### config.mk
export PLATFORM = sky130hd
export DESIGN_NAME = sync_master_rx
export DESIGN_NICKNAME = d
export VERILOG_FILES = /design/src/rtl/smrx_pkg.sv /design/src/rtl/smrx_clkgen.sv /design/src/rtl/smrx_shifter.sv /design/src/rtl/smrx_rxbuf.sv /design/src/rtl/sync_master_rx.sv
export SDC_FILE = /design/constraint.sdc
export NUM_CORES = 1
export LEC_CHECK = 0
export BUFFER_PORTS_ARGS = -buffer_cell sky130_fd_sc_hd__clkbuf_2
export CORE_UTILIZATION = 25
export DETAILED_ROUTE_END_ITERATION = 16
export REMOVE_ABC_BUFFERS = 1
export SLEW_MARGIN = 25
export SYNTH_ARGS = -nofsm -noshare
export SYNTH_HDL_FRONTEND = slang
export SYNTH_SLANG_ARGS = --single-unit
### constraint.sdc
create_clock -name clk_i -period 5.1 [get_ports clk_i]
set_input_delay 1.02 -clock clk_i [delete_from_list [all_inputs] [get_ports clk_i]]
set_output_delay 1.02 -clock clk_i [all_outputs]
set_load 0.01 [all_outputs]
### src/rtl/smrx_pkg.sv
package smrx_pkg;
  localparam int unsigned SMRX_BITS_MAX = 9;
  typedef logic [SMRX_BITS_MAX-1:0] smrx_word_t;
endpackage

### src/rtl/smrx_clkgen.sv
module smrx_clkgen #(
  parameter int unsigned DIV_W = 8
) (
  input  logic             clk_i,
  input  logic             rst_ni,
  input  logic             busy_i,
  input  logic [DIV_W-1:0] div_i,
  output logic             sclk_o,
  output logic             samp_o
);
  localparam int unsigned CNT_W = DIV_W + 2;

  logic [CNT_W-1:0] cnt_q, cnt_n, last_c, half_m1;

  assign last_c  = {div_i, 2'b11};        // 4*(div+1)-1
  assign half_m1 = {1'b0, div_i, 1'b1};   // 2*(div+1)-1
  assign samp_o  = busy_i && (cnt_q == last_c);
  assign cnt_n   = samp_o ? '0 : cnt_q + CNT_W'(1);

  always_ff @(posedge clk_i or negedge rst_ni) begin
    if (!rst_ni) begin
      cnt_q  <= '0;
      sclk_o <= 1'b0;
    end else if (!busy_i) begin
      cnt_q  <= '0;
      sclk_o <= 1'b0;
    end else begin
      cnt_q  <= cnt_n;
      sclk_o <= cnt_n > half_m1;
    end
  end

  // sample strobe and falling clock must coincide
  assert_fall_at_sample_R3: assert property (@(posedge clk_i) disable iff (!rst_ni)
    $fell(sclk_o) && $past(busy_i) |-> $past(samp_o));
endmodule

### src/rtl/smrx_shifter.sv
module smrx_shifter
  import smrx_pkg::*;
#(
  parameter int unsigned BITS_MAX = SMRX_BITS_MAX
) (
  input  logic                clk_i,
  input  logic                rst_ni,
  input  logic                busy_i,
  input  logic                samp_i,
  input  logic                nine_i,
  input  logic                rx_i,
  output logic                done_o,
  output logic [BITS_MAX-1:0] word_o
);
  localparam int unsigned IDX_W = $clog2(BITS_MAX);

  logic [IDX_W-1:0]    idx_q, last_idx;
  logic [BITS_MAX-1:0] sh_q;

  assign last_idx = nine_i ? IDX_W'(BITS_MAX - 1) : IDX_W'(BITS_MAX - 2);
  assign done_o   = samp_i && (idx_q == last_idx);

  always_comb begin
    word_o        = sh_q;
    word_o[idx_q] = rx_i;
    if (!nine_i) word_o[BITS_MAX-1] = 1'b0;
  end

  always_ff @(posedge clk_i or negedge rst_ni) begin
    if (!rst_ni) begin
      idx_q <= '0;
      sh_q  <= '0;
    end else if (!busy_i) begin
      idx_q <= '0;                         // partial word abandoned
    end else if (samp_i) begin
      sh_q  <= word_o;
      idx_q <= done_o ? '0 : idx_q + IDX_W'(1);
    end
  end

  assert_lsb_first_R3: assert property (@(posedge clk_i) disable iff (!rst_ni)
    busy_i && samp_i && (idx_q == '0) |=> sh_q[0] == $past(rx_i));
endmodule

### src/rtl/smrx_rxbuf.sv
module smrx_rxbuf
  import smrx_pkg::*;
#(
  parameter int unsigned BITS_MAX = SMRX_BITS_MAX
) (
  input  logic                clk_i,
  input  logic                rst_ni,
  input  logic                done_i,
  input  logic [BITS_MAX-1:0] word_i,
  input  logic                rd_i,
  input  logic                cont_fall_i,
  output logic [BITS_MAX-1:0] data_o,
  output logic                valid_o,
  output logic                ovr_o
);
  logic accept;
  assign accept = done_i && (!valid_o || rd_i);

  always_ff @(posedge clk_i or negedge rst_ni) begin
    if (!rst_ni) begin
      data_o  <= '0;
      valid_o <= 1'b0;
      ovr_o   <= 1'b0;
    end else begin
      if (accept) begin
        data_o  <= word_i;
        valid_o <= 1'b1;
      end else if (rd_i) begin
        valid_o <= 1'b0;
      end
      if (cont_fall_i)                       ovr_o <= 1'b0;
      else if (done_i && valid_o && !rd_i)   ovr_o <= 1'b1;
    end
  end

  assert_rd_clears_R6: assert property (@(posedge clk_i) disable iff (!rst_ni)
    rd_i && !done_i |=> !valid_o);
  assert_overrun_keeps_data_R7: assert property (@(posedge clk_i) disable iff (!rst_ni)
    done_i && valid_o && !rd_i |=> ovr_o && $stable(data_o));
  assert_ovr_clear_R8: assert property (@(posedge clk_i) disable iff (!rst_ni)
    cont_fall_i |=> !ovr_o);
endmodule

### src/rtl/sync_master_rx.sv
module sync_master_rx
  import smrx_pkg::*;
#(
  parameter int unsigned DIV_W = 8
) (
  input  logic                     clk_i,
  input  logic                     rst_ni,
  input  logic                     port_en_i,
  input  logic                     sync_mode_i,
  input  logic                     master_i,
  input  logic                     single_set_i,
  input  logic                     cont_en_i,
  input  logic                     nine_bit_i,
  input  logic [DIV_W-1:0]         baud_div_i,
  input  logic                     rx_data_i,
  input  logic                     rd_i,
  output logic                     sclk_o,
  output logic [SMRX_BITS_MAX-2:0] rx_data_o,
  output logic                     rx_bit8_o,
  output logic                     rx_valid_o,
  output logic                     overrun_o,
  output logic                     single_en_o
);
  logic       busy, samp, word_done, cont_q, cont_fall;
  smrx_word_t word, held;

  assign cont_fall = cont_q && !cont_en_i;
  assign busy      = port_en_i && sync_mode_i && master_i
                  && (cont_en_i || single_en_o) && !overrun_o;

  always_ff @(posedge clk_i or negedge rst_ni) begin
    if (!rst_ni) begin
      cont_q      <= 1'b0;
      single_en_o <= 1'b0;
    end else begin
      cont_q <= cont_en_i;
      if (single_set_i)   single_en_o <= 1'b1;
      else if (word_done) single_en_o <= 1'b0;
    end
  end

  smrx_clkgen #(.DIV_W(DIV_W)) u_clkgen (
    .clk_i, .rst_ni, .busy_i(busy), .div_i(baud_div_i),
    .sclk_o, .samp_o(samp)
  );

  smrx_shifter #(.BITS_MAX(SMRX_BITS_MAX)) u_shifter (
    .clk_i, .rst_ni, .busy_i(busy), .samp_i(samp), .nine_i(nine_bit_i),
    .rx_i(rx_data_i), .done_o(word_done), .word_o(word)
  );

  smrx_rxbuf #(.BITS_MAX(SMRX_BITS_MAX)) u_rxbuf (
    .clk_i, .rst_ni, .done_i(word_done), .word_i(word), .rd_i,
    .cont_fall_i(cont_fall), .data_o(held), .valid_o(rx_valid_o), .ovr_o(overrun_o)
  );

  assign rx_data_o = held[SMRX_BITS_MAX-2:0];
  assign rx_bit8_o = held[SMRX_BITS_MAX-1];

  assert_idle_low_R1: assert property (@(posedge clk_i) disable iff (!rst_ni)
    !busy |=> !sclk_o);
  assert_single_stops_R4: assert property (@(posedge clk_i) disable iff (!rst_ni)
    word_done && !single_set_i |=> !single_en_o);
  assert_overrun_halts_R7: assert property (@(posedge clk_i) disable iff (!rst_ni)
    overrun_o |-> !sclk_o);
endmodule

==> results.md, run 1 <==
- CP Max Fanout: 15
- Critical-path top delay cell: and4_1
- Clock Path Buffers: 2
- Effective utilization at floorplan: 0.261
- WP data arrival: 3380 ps
- Sum Neg Setup Slack: 0 ps
- Crit path time final: 3200 ps
- Post-synthesis average cell area: 10.4 sq um
- Worst-path cell chain: clkbuf_2 > xor2_1 > nor3_4 > and4_1 > nor2_1 > ha_1 > nand4_1 > nor4b_1 > nand2_1 > a22o_1
- CTS buffer count: 5
- R2r setup slk: 2070 ps
- DIE AREA: 9050 sq um
- First-pass GRT wire length: 7380 microns
- Most frequent cells in the layout: 37 x dfrtp_1, 29 x clkbuf_2, 26 x mux2_2
- Mapped Area: 2170 sq um
- Multi-input logic area: 1160 sq um
- Clk_lat worst skew: 280 ps
- Post-CTS Setup Repair Bufs: 0
- Gpl congestion: 0.897
- Antenna violations before repair: 0
- Post-CTS sizing: 0
- Register area: 926 sq um
- Count of input and output buffers: 30
- Share of layout cells above drive strength 1: 0.269
- Worst EP required: 5280 ps
- Mapped Cells: 208
- Final setup fails: 0
- CTS tree: yes
- Die W: 95.2 microns
- Hold bufs inserted after CTS: 0
- Slew @ Worst Pin: 832 ps
- Fillers: 863
- ANT cells: 0
- Final Cell Area: 2500 sq um
- Number of global-route vias before repair: 1556
- Gr usage total: 0.108
- Critical path's top delay family: simple AND/OR/NAND/NOR gates
- Die Span Y: 95.2 microns
- H-tree depth: 2
- Number of library cell types mapped by synthesis: 40
- Hold Path Class: reg2reg
- Lkg Pwr: 1.23 nW
- Clk pin slew, worst setup/hold paths: 70 ps
- Slowest stage delay, CP: 620 ps
- Critical Path End Type: register
- Most common cell after layout, fill and taps aside: dfrtp_1
- Worst Path Buf+Inv: 1
- Clk sink count: 37
- Layout area overhead: 15.3%
- Antenna Violating Nets Remaining: 0
- DR vias: 1614
- Final Power: 0.520 mW
- Top_reg_cell synth: dfrtp_1
- Unrepaired setup endpoints after global routing: false
- Max-Cap Viols: 0
- Slew HR: 0.445
- Post-synth EDFFs: 0
- Detailed Routing Iterations Pass 1: 4
- Outcome: completed
- Synthesized flop and latch total: 37
- CTS root buffer: clkbuf_8
- Area of the core: 8300 sq um
- DR WL/cell: 12.7 microns
- Sequential element share of the synthesized area: 0.427
- Routed wire length: 4400 microns
- Count of pins over their slew limit: 0
- GR Overflow Total: 0
- PD cells: 208 nW/um^2
- CP startpoint kind: primary input
- Rows: 33
- Post-route DRC: 0
- Period Utilization, post-route: 0.628
- Final hold vios: 0
- 1st-iter DRT viols: 114
- Nets: 272
- Maximum clock frequency: 312 MHz
- Synth async-reset ratio: 1.00
- Critical path class: in2reg
- Vias per cell: 4.65
- Placed inst area: 2420 sq um
- IO Count: 31
- Setup Skew: 8.07 ps
- Max VDD drop: 95.9 uV
- Ys Warns: 0
- Largest net degree at the start of global routing: 38
- Post-DP HPWL: 3320 microns
==> per-stage QoR <==
step / std cells / hold slack, ps / worst slack, ps / utilization
after detailed placement: 339 / 443 / 1590 / 0.292
after global routing: 347 / 471 / 1640 / 0.302
after floorplan: 204 / 417 / 2020 / -
after global placement: 339 / 430 / 1670 / 0.292
final: 347 / 441 / 1900 / 0.302
after CTS: 347 / 447 / 1900 / 0.302
==> synthesized netlist by cell type, drive strengths merged, types with 2 or more instances <==
cell type	n	area share
nand2	16	0.028
a21o	2	0.0069
a31oi	2	0.0058
nand2b	2	0.0058
nor2	23	0.040
ha	13	0.075
buf	3	0.013
nand3	8	0.024
and4	2	0.0081
nor3b	3	0.010
nand3b	2	0.0069
inv	13	0.022
nor3	3	0.012
mux2	27	0.14
xnor2	5	0.020
o21ai	3	0.0069
a21oi	4	0.0092
nand4	6	0.017
xor2	11	0.044
and3	2	0.0058
nor2b	2	0.0058
a22o	2	0.0081
and2	5	0.014
dfrtp	37	0.43
==> worst paths after layout <==
check                                  start                end  cells after the start
max in group asynchronous             rst_ni  u_clkgen.cnt_q[5]                      1
min reg2reg                           cont_q      u_rxbuf.ovr_o                      1
max                            baud_div_i[0]    u_clkgen.sclk_o                     10
max reg2reg                u_clkgen.cnt_q[0]    u_clkgen.sclk_o                      9
min in group asynchronous             rst_ni  u_rxbuf.data_o[7]                      1
min                                   cont_q      u_rxbuf.ovr_o                      1
==> area by class of cell <==
class | count | area share
inverters | 13 | 0.0195
flip-flops and latches | 37 | 0.370
clock inverters | 2 | 0.00400
well taps | 105 | 0.0525
multi-input cells | 154 | 0.465
repair buffers | 30 | 0.0600
clock buffers | 6 | 0.0290
==> routing by layer <==
| metal | wire length [microns] | share of wire | GRT usage | vias to the layer above |
|---|---|---|---|---|
| met1 | 2100 | 0.48 | 0.134 | 791 |
| met4 | 57 | 0.013 | 0.0442 | 0 |
| li1 | - | - | - | 793 |
| met3 | 197 | 0.045 | 0.0335 | 4 |
| met2 | 2050 | 0.46 | 0.172 | 26 |
| met5 | 0 | 0 | 0 | - |
==> worst register-to-register path, stage by stage (launching register included) <==
cell and delay (ps):
dfrtp_1 490, ha_1 320, and4_1 280, and4_1 610
nor2_1 130, ha_1 340, nand4_1 140, nor4b_1 350
nand2_1 90, a22o_1 180
==> power breakdown <==
part           switching [mW]  total (mW)  leakage (nW)  internal [mW]
Clock                  0.0993       0.194        0.0450         0.0946
Combinational          0.0195      0.0309         0.672         0.0114
Sequential           0.000939       0.295         0.509          0.294
Total                   0.120       0.520          1.23          0.400
==> flip-flops by register name (all words and copies together) (netlist names) <==
signal / count
cont_q: 1
single_en_o: 1
u_clkgen.cnt_q: 10
u_clkgen.sclk_o: 1
u_rxbuf.data_o: 9
u_rxbuf.ovr_o: 1
u_rxbuf.valid_o: 1
u_shifter.idx_q: 4
u_shifter.sh_q: 9
==> cells by family (layout without fill, tap and decap cells) <==
| logic type | count (synthesis) | count (layout) | synth area share |
|---|---|---|---|
| compound gates | 20 | 20 | 0.0629 |
| mux | 27 | 27 | 0.140 |
| simple gates | 78 | 78 | 0.194 |
| flops | 37 | 37 | 0.427 |
| fa+ha+maj | 13 | 13 | 0.0750 |
| buf+inv | 17 | 51 | 0.0369 |
| xor+xnor | 16 | 16 | 0.0646 |
(Power assumes the default switching activity.)
==> inputs of run 2 (changes only) <==
==> constraint.sdc (replaced) <==
create_clock -name clk_i -period 2.7 [get_ports clk_i]
set_input_delay 0.54 -clock clk_i [delete_from_list [all_inputs] [get_ports clk_i]]
set_output_delay 0.54 -clock clk_i [all_outputs]
set_load 0.01 [all_outputs]
==> run 2 against run 1 <==
Against the previous run:
- power grew 110%
- clock skew grew 4.4 ps
- non-clock buffer count grew 8
- final area grew 3.6%
- sequential power grew 88%
- register-to-register slack lost 1900 ps
- core utilization grew 1.1 points
- hold slack lost 76 ps
- critical path type is now reg2reg
- largest power group unchanged
==> results.md, run 2 (same netlist as run 1, synthesis figures left out) <==
- Crit path time final: 2500 ps
- Most used cell along the critical path: ha_1
- Final setup fails: 0
- Placed inst area: 2480 sq um
- Most flop-heavy register: u_clkgen.cnt_q
- Critical path's top delay family: compound AO/OA/AOI/OAI gates
- Gpl congestion: 0.858
- Internal: 0.857 mW
- Effective utilization at floorplan: 0.261
- Outcome: completed
- WP data arrival: 2660 ps
- Largest register FFs: 10
- CTS root buffer: clkbuf_8
- Detailed Routing Iterations Pass 1: 4
- Largest regs: u_clkgen.cnt_q (10), u_rxbuf.data_o (9), u_shifter.sh_q (9)
- Share of layout cells above drive strength 1: 0.296
- 1st-iter DRT viols: 36
- Count of pins over their slew limit: 0
- Clk_lat worst skew: 290 ps
- DR WL/cell: 12.4 microns
- Clk sink count: 37
- IO Count: 31
- Unrepaired setup endpoints after global routing: false
- Worst EP required: 2860 ps
- Area of the core: 8300 sq um
- Comb power frac: 0.059
- Post-route DRC: 0
- Max-Cap Viols: 0
- Number of global-route vias before repair: 1639
- Worst Path Buf+Inv: 0
- Final setup margin: 202 ps
- Sum Neg Setup Slack: 0 ps
- Setup Skew: 12.4 ps
- Die Span Y: 95.2 microns
- Final Power: 1.09 mW
- Layout area overhead: 19.5%
- Largest net degree at the start of global routing: 38
- Antenna violations before repair: 0
- Seq pwr share: 0.511
- Post-CTS sizing: 0
- First-pass GRT wire length: 7390 microns
- Setup Slack @ Placement: 15.2 ps
- Routed wire length: 4400 microns
- Hold Path Class: in2async
- Clock Path Buffers: 2
- Slowest stage delay, CP: 420 ps
- Clock share of power: 0.430
- Final core occ: 0.312
- CTS buffer count: 5
- Slew @ Worst Pin: 896 ps
- Lkg Pwr: 1.28 nW
- GR Overflow Total: 0
- Most frequent cells in the layout: 37 x dfrtp_1, 30 x clkbuf_2, 26 x mux2_2
- Max VDD drop: 226 uV
- ANT cells: 0
- Gr usage total: 0.105
- Count of input and output buffers: 30
- Rows: 33
- Worst-path cell chain: ha_1 > and4_1 > and4_2 > nor2_1 > ha_1 > a22oi_1 > o211ai_1 > a31oi_1 > nor3_1 > a22o_1
- Post-CTS Setup Repair Bufs: 0
- CP Max Fanout: 8
- Most common cell after layout, fill and taps aside: dfrtp_1
- Period Utilization, post-route: 0.925
- Critical path class: reg2reg
- Final Cell Area: 2590 sq um
- H-tree depth: 2
- Sw Share: 0.212
- Final hold vios: 0
- Die W: 95.2 microns
- Net Switching: 0.231 mW
- Antenna Violating Nets Remaining: 0
- PD cells: 420 nW/um^2
- Clk pin slew, worst setup/hold paths: 80 ps
- Critical-path top delay cell: dfrtp_1
- Slew HR: 0.402
- DIE AREA: 9050 sq um
- Maximum clock frequency: 400 MHz
- CTS tree: yes
- Nets: 280
- CP startpoint kind: register
- Post-DP HPWL: 3540 microns
- Critical Path End Type: register
- Vias per cell: 4.59
- DR vias: 1628
- Hold bufs inserted after CTS: 0
-- run 2: changes by cell type in the layout (fill, tap and decap cells not counted) --
| cell | before | now |
|---|---|---|
| and4_1 | 2 | 1 |
| and4_2 | 0 | 1 |
| buf_2 | 1 | 0 |
| buf_4 | 0 | 8 |
| bufinv_16 | 0 | 1 |
| clkbuf_2 | 29 | 30 |
| clkinv_2 | 2 | 0 |
| clkinv_4 | 0 | 1 |
-- run 2: path summary, 6_finish.rpt --
path / to / slack, ps / cells past startpoint / start
max in group asynchronous: single_en_o / 1760 / 1 / rst_ni
worst min-delay path: u_shifter.sh_q[7] / 360 / 1 / rst_ni
worst max register to register: u_clkgen.sclk_o / 200 / 10 / u_clkgen.cnt_q[1]
worst max-delay path: u_clkgen.sclk_o / 200 / 10 / u_clkgen.cnt_q[1]
worst min register to register: u_rxbuf.ovr_o / 440 / 1 / cont_q
min in group clk_i: cont_q / 420 / 1 / cont_en_i
-- run 2: power by group through the flow --
stage	Combinational [mW]	Sequential, mW	Clock, mW
finish	0.0640	0.556	0.467
global route	0.0725	0.556	0.509
CTS	0.0654	0.556	0.485
detailed placement	0.0651	0.567	0
global placement	0.0644	0.567	0
floorplan	0.0238	0.567	0
-- run 2: metal layers --
metal  up-vias  part of all wire  track usage
met4         0             0.020       0.0354
met5         -                 0            0
met3        10             0.055       0.0359
met1       784              0.45        0.128
li1        803                 -            -
met2        31              0.47        0.171
-- run 2: layout make-up --
| cell class | instances | area (sq um) |
|---|---|---|
| tap | 105 | 131 |
| sequential | 37 | 926 |
| inverter | 13 | 48.8 |
| clock inverter | 2 | 38.8 |
| timing repair buffer | 38 | 210 |
| multi-input combinational | 154 | 1160 |
| fill | 869 | 5710 |
| clock buffer | 6 | 72.6 |
-- run 2: stage by stage --
| step | hold WS (ps) | cells |
|---|---|---|
| final | 365 | 355 |
| after detailed placement | 436 | 347 |
| after floorplan | 244 | 204 |
| after global routing | 411 | 355 |
| after global placement | 422 | 347 |
| after CTS | 405 | 355 |
==> inputs of run 3 (changes only) <==
--- a/config.mk
+++ b/config.mk
@@ -6,6 +6,7 @@
 export NUM_CORES = 1
 export LEC_CHECK = 0
 export BUFFER_PORTS_ARGS = -buffer_cell sky130_fd_sc_hd__clkbuf_2
+export CORE_ASPECT_RATIO = 1.75
 export CORE_UTILIZATION = 25
 export DETAILED_ROUTE_END_ITERATION = 16
 export REMOVE_ABC_BUFFERS = 1
==> run 3 against run 2 <==
Against the previous run:
- power is 11% higher
- die area is 0.17% higher
- combinational power grew 2%
- wire length grew 14%
- clock skew decreased by 5.7 ps
- clock power up 26%
- sequential power about the same
- count of clock-buffer cells in the layout is the same
- register-to-register slack improved by 30 ps
- core utilization grew 0.39 points
- sequential share of layout area shrank 0.73 points
- worst setup slack gained 30 ps
- critical endpoint unchanged
- highest routed layer unchanged
==> results.md, run 3 (same netlist as run 1, synthesis figures left out) <==
- Gr usage total: 0.123
- Period Utilization, post-route: 0.914
- Most frequent cells in the layout: 37 x dfrtp_1, 29 x clkbuf_2, 26 x mux2_2
- R2r setup slk: 230 ps
- ANT cells: 0
- Final Cell Area: 2650 sq um
- Slew @ Worst Pin: 844 ps
- CTS tree: yes
- Critical Path End Type: register
- Antenna violations before repair: 0
- DIE AREA: 9070 sq um
- Critical path depth: 10
- Number of global-route vias before repair: 1765
- Reg2Reg Depth: 10
- GR Overflow Total: 0
- Largest net degree at the start of global routing: 38
- Max VDD drop: 225 uV
- Die Span Y: 125 microns
- H-tree depth: 2
- Slowest stage delay, CP: 450 ps
- Setup Skew: 6.72 ps
- CP Max Fanout: 8
- Count of pins over their slew limit: 0
- PD cells: 458 nW/um^2
- Sum Neg Setup Slack: 0 ps
- 1st-iter DRT viols: 37
- Most common cell after layout, fill and taps aside: dfrtp_1
- Die W: 72.4 microns
- Detailed Routing Iterations Pass 1: 4
- Unrepaired setup endpoints after global routing: false
- Reg2Reg Launch Point: u_clkgen.cnt_q[2]
- Worst EP required: 2860 ps
- Effective utilization at floorplan: 0.259
- Setup crit end: u_clkgen.sclk_o
- Critical path's top delay family: simple AND/OR/NAND/NOR gates
- Clk_lat worst skew: 280 ps
- Share of layout cells above drive strength 1: 0.300
- First-pass GRT wire length: 8570 microns
- Lkg Pwr: 1.30 nW
- Clk pin slew, worst setup/hold paths: 60 ps
- Vias per cell: 4.56
- Clk sink count: 37
- IO Count: 31
- Worst Path Buf+Inv: 0
- Most flop-heavy register: u_clkgen.cnt_q
- CP startpoint: u_clkgen.cnt_q[2]
- Nets: 280
- Outcome: completed
- Maximum clock frequency: 405 MHz
- Antenna Violating Nets Remaining: 0
- Post-route DRC: 0
- WP data arrival: 2630 ps
- Largest register FFs: 10
- Slew HR: 0.437
- Count of input and output buffers: 30
- Final hold vios: 0
- Post-DP HPWL: 3950 microns
- Critical path class: reg2reg
- Rows: 44
- CTS root buffer: clkbuf_16
- Worst-path cell chain: xor2_1 > nor3_4 > and4_2 > nor2_1 > ha_1 > a22oi_1 > o211ai_1 > a31oi_1 > nor3_1 > a22o_1
- DR WL/cell: 13.8 microns
- Final setup fails: 0
- Clock Path Buffers: 2
- CP startpoint kind: register
- CTS buffer count: 5
- Worst R2R End: u_clkgen.sclk_o
- Placed cells: 357
- Area of the core: 8370 sq um
- Largest regs: u_clkgen.cnt_q (10), u_rxbuf.data_o (9), u_shifter.sh_q (9)
- Placed inst area: 2490 sq um
- Final cell count without fillers: 365
- Crit path time final: 2470 ps
- Routed wire length: 5030 microns
- Critical-path top delay cell: dfrtp_1
- Hold Path Class: in2async
- Gpl congestion: 0.897
- DR vias: 1663
- Layout area overhead: 22.0%
- Max-Cap Viols: 0
-- run 3: cell count changes in the layout (fill, tap and decap cells not counted) --
| cell | previous run | this run |
|---|---|---|
| clkbuf_16 | 0 | 5 |
| buf_2 | 0 | 1 |
| bufinv_16 | 1 | 0 |
| clkinv_2 | 0 | 1 |
| clkbuf_2 | 30 | 29 |
| clkbuf_1 | 1 | 0 |
| clkbuf_8 | 5 | 1 |
-- run 3: final cells by class --
class / instances / area [sq um]
fill: 890 / 5720
multi-input combinational: 154 / 1160
sequential: 37 / 926
timing repair buffer: 38 / 210
tap: 115 / 144
clock buffer: 6 / 139
inverter: 13 / 48.8
clock inverter: 2 / 13.8
-- run 3: per-stage QoR --
step	power [mW]	utilization	setup WS, ps	hold WS (ps)
floorplan	0.591	-	98.2	244
CTS	1.22	0.316	166	413
global route	1.26	0.316	50.1	418
finish	1.21	0.316	232	358
detailed placement	0.634	0.298	-18.2	443
global placement	0.633	0.298	7.41	429
-- run 3: what timing repair did --
action                     4_1_cts  5_1_grt
resized for setup                0        1
buffers inserted                 0        0
setup endpoints to repair        0        1
hold buffers                     0        0
-- run 3: layer usage --
| layer | up-vias | global-route usage | part of all wire |
|---|---|---|---|
| met5 | - | 0 | 0 |
| met4 | 0 | 0.0611 | 0.036 |
| met3 | 15 | 0.0226 | 0.029 |
| met2 | 36 | 0.218 | 0.56 |
| met1 | 811 | 0.136 | 0.37 |
| li1 | 801 | - | - |
-- run 3: how the worst min path moves through the flow --
stage	endpoint	slack, ps	depth (start not counted)
6_report	u_shifter.sh_q[1]	360	1
5_1_grt	cont_q	420	1
4_1_cts	cont_q	410	1
3_5_place_dp	u_rxbuf.ovr_o	440	1
3_3_place_gp	u_rxbuf.ovr_o	430	1
2_1_floorplan	cont_q	240	0
-- run 3: worst reg2reg max path, cell delays in order, from the launching register on --
cell and delay (ps):
dfrtp_1 450, xor2_1 200, nor3_4 220, and4_2 360
nor2_1 80, ha_1 310, a22oi_1 190, o211ai_1 120
a31oi_1 170, nor3_1 70, a22o_1 190
-- run 3: where the power goes --
group / total, mW / leakage, nW / internal [mW] / switching (mW)
combinational: 0.0650 / 0.713 / 0.0244 / 0.0406
clock: 0.590 / 0.0768 / 0.367 / 0.223
sequential: 0.557 / 0.509 / 0.556 / 0.000846
total: 1.21 / 1.30 / 0.947 / 0.265
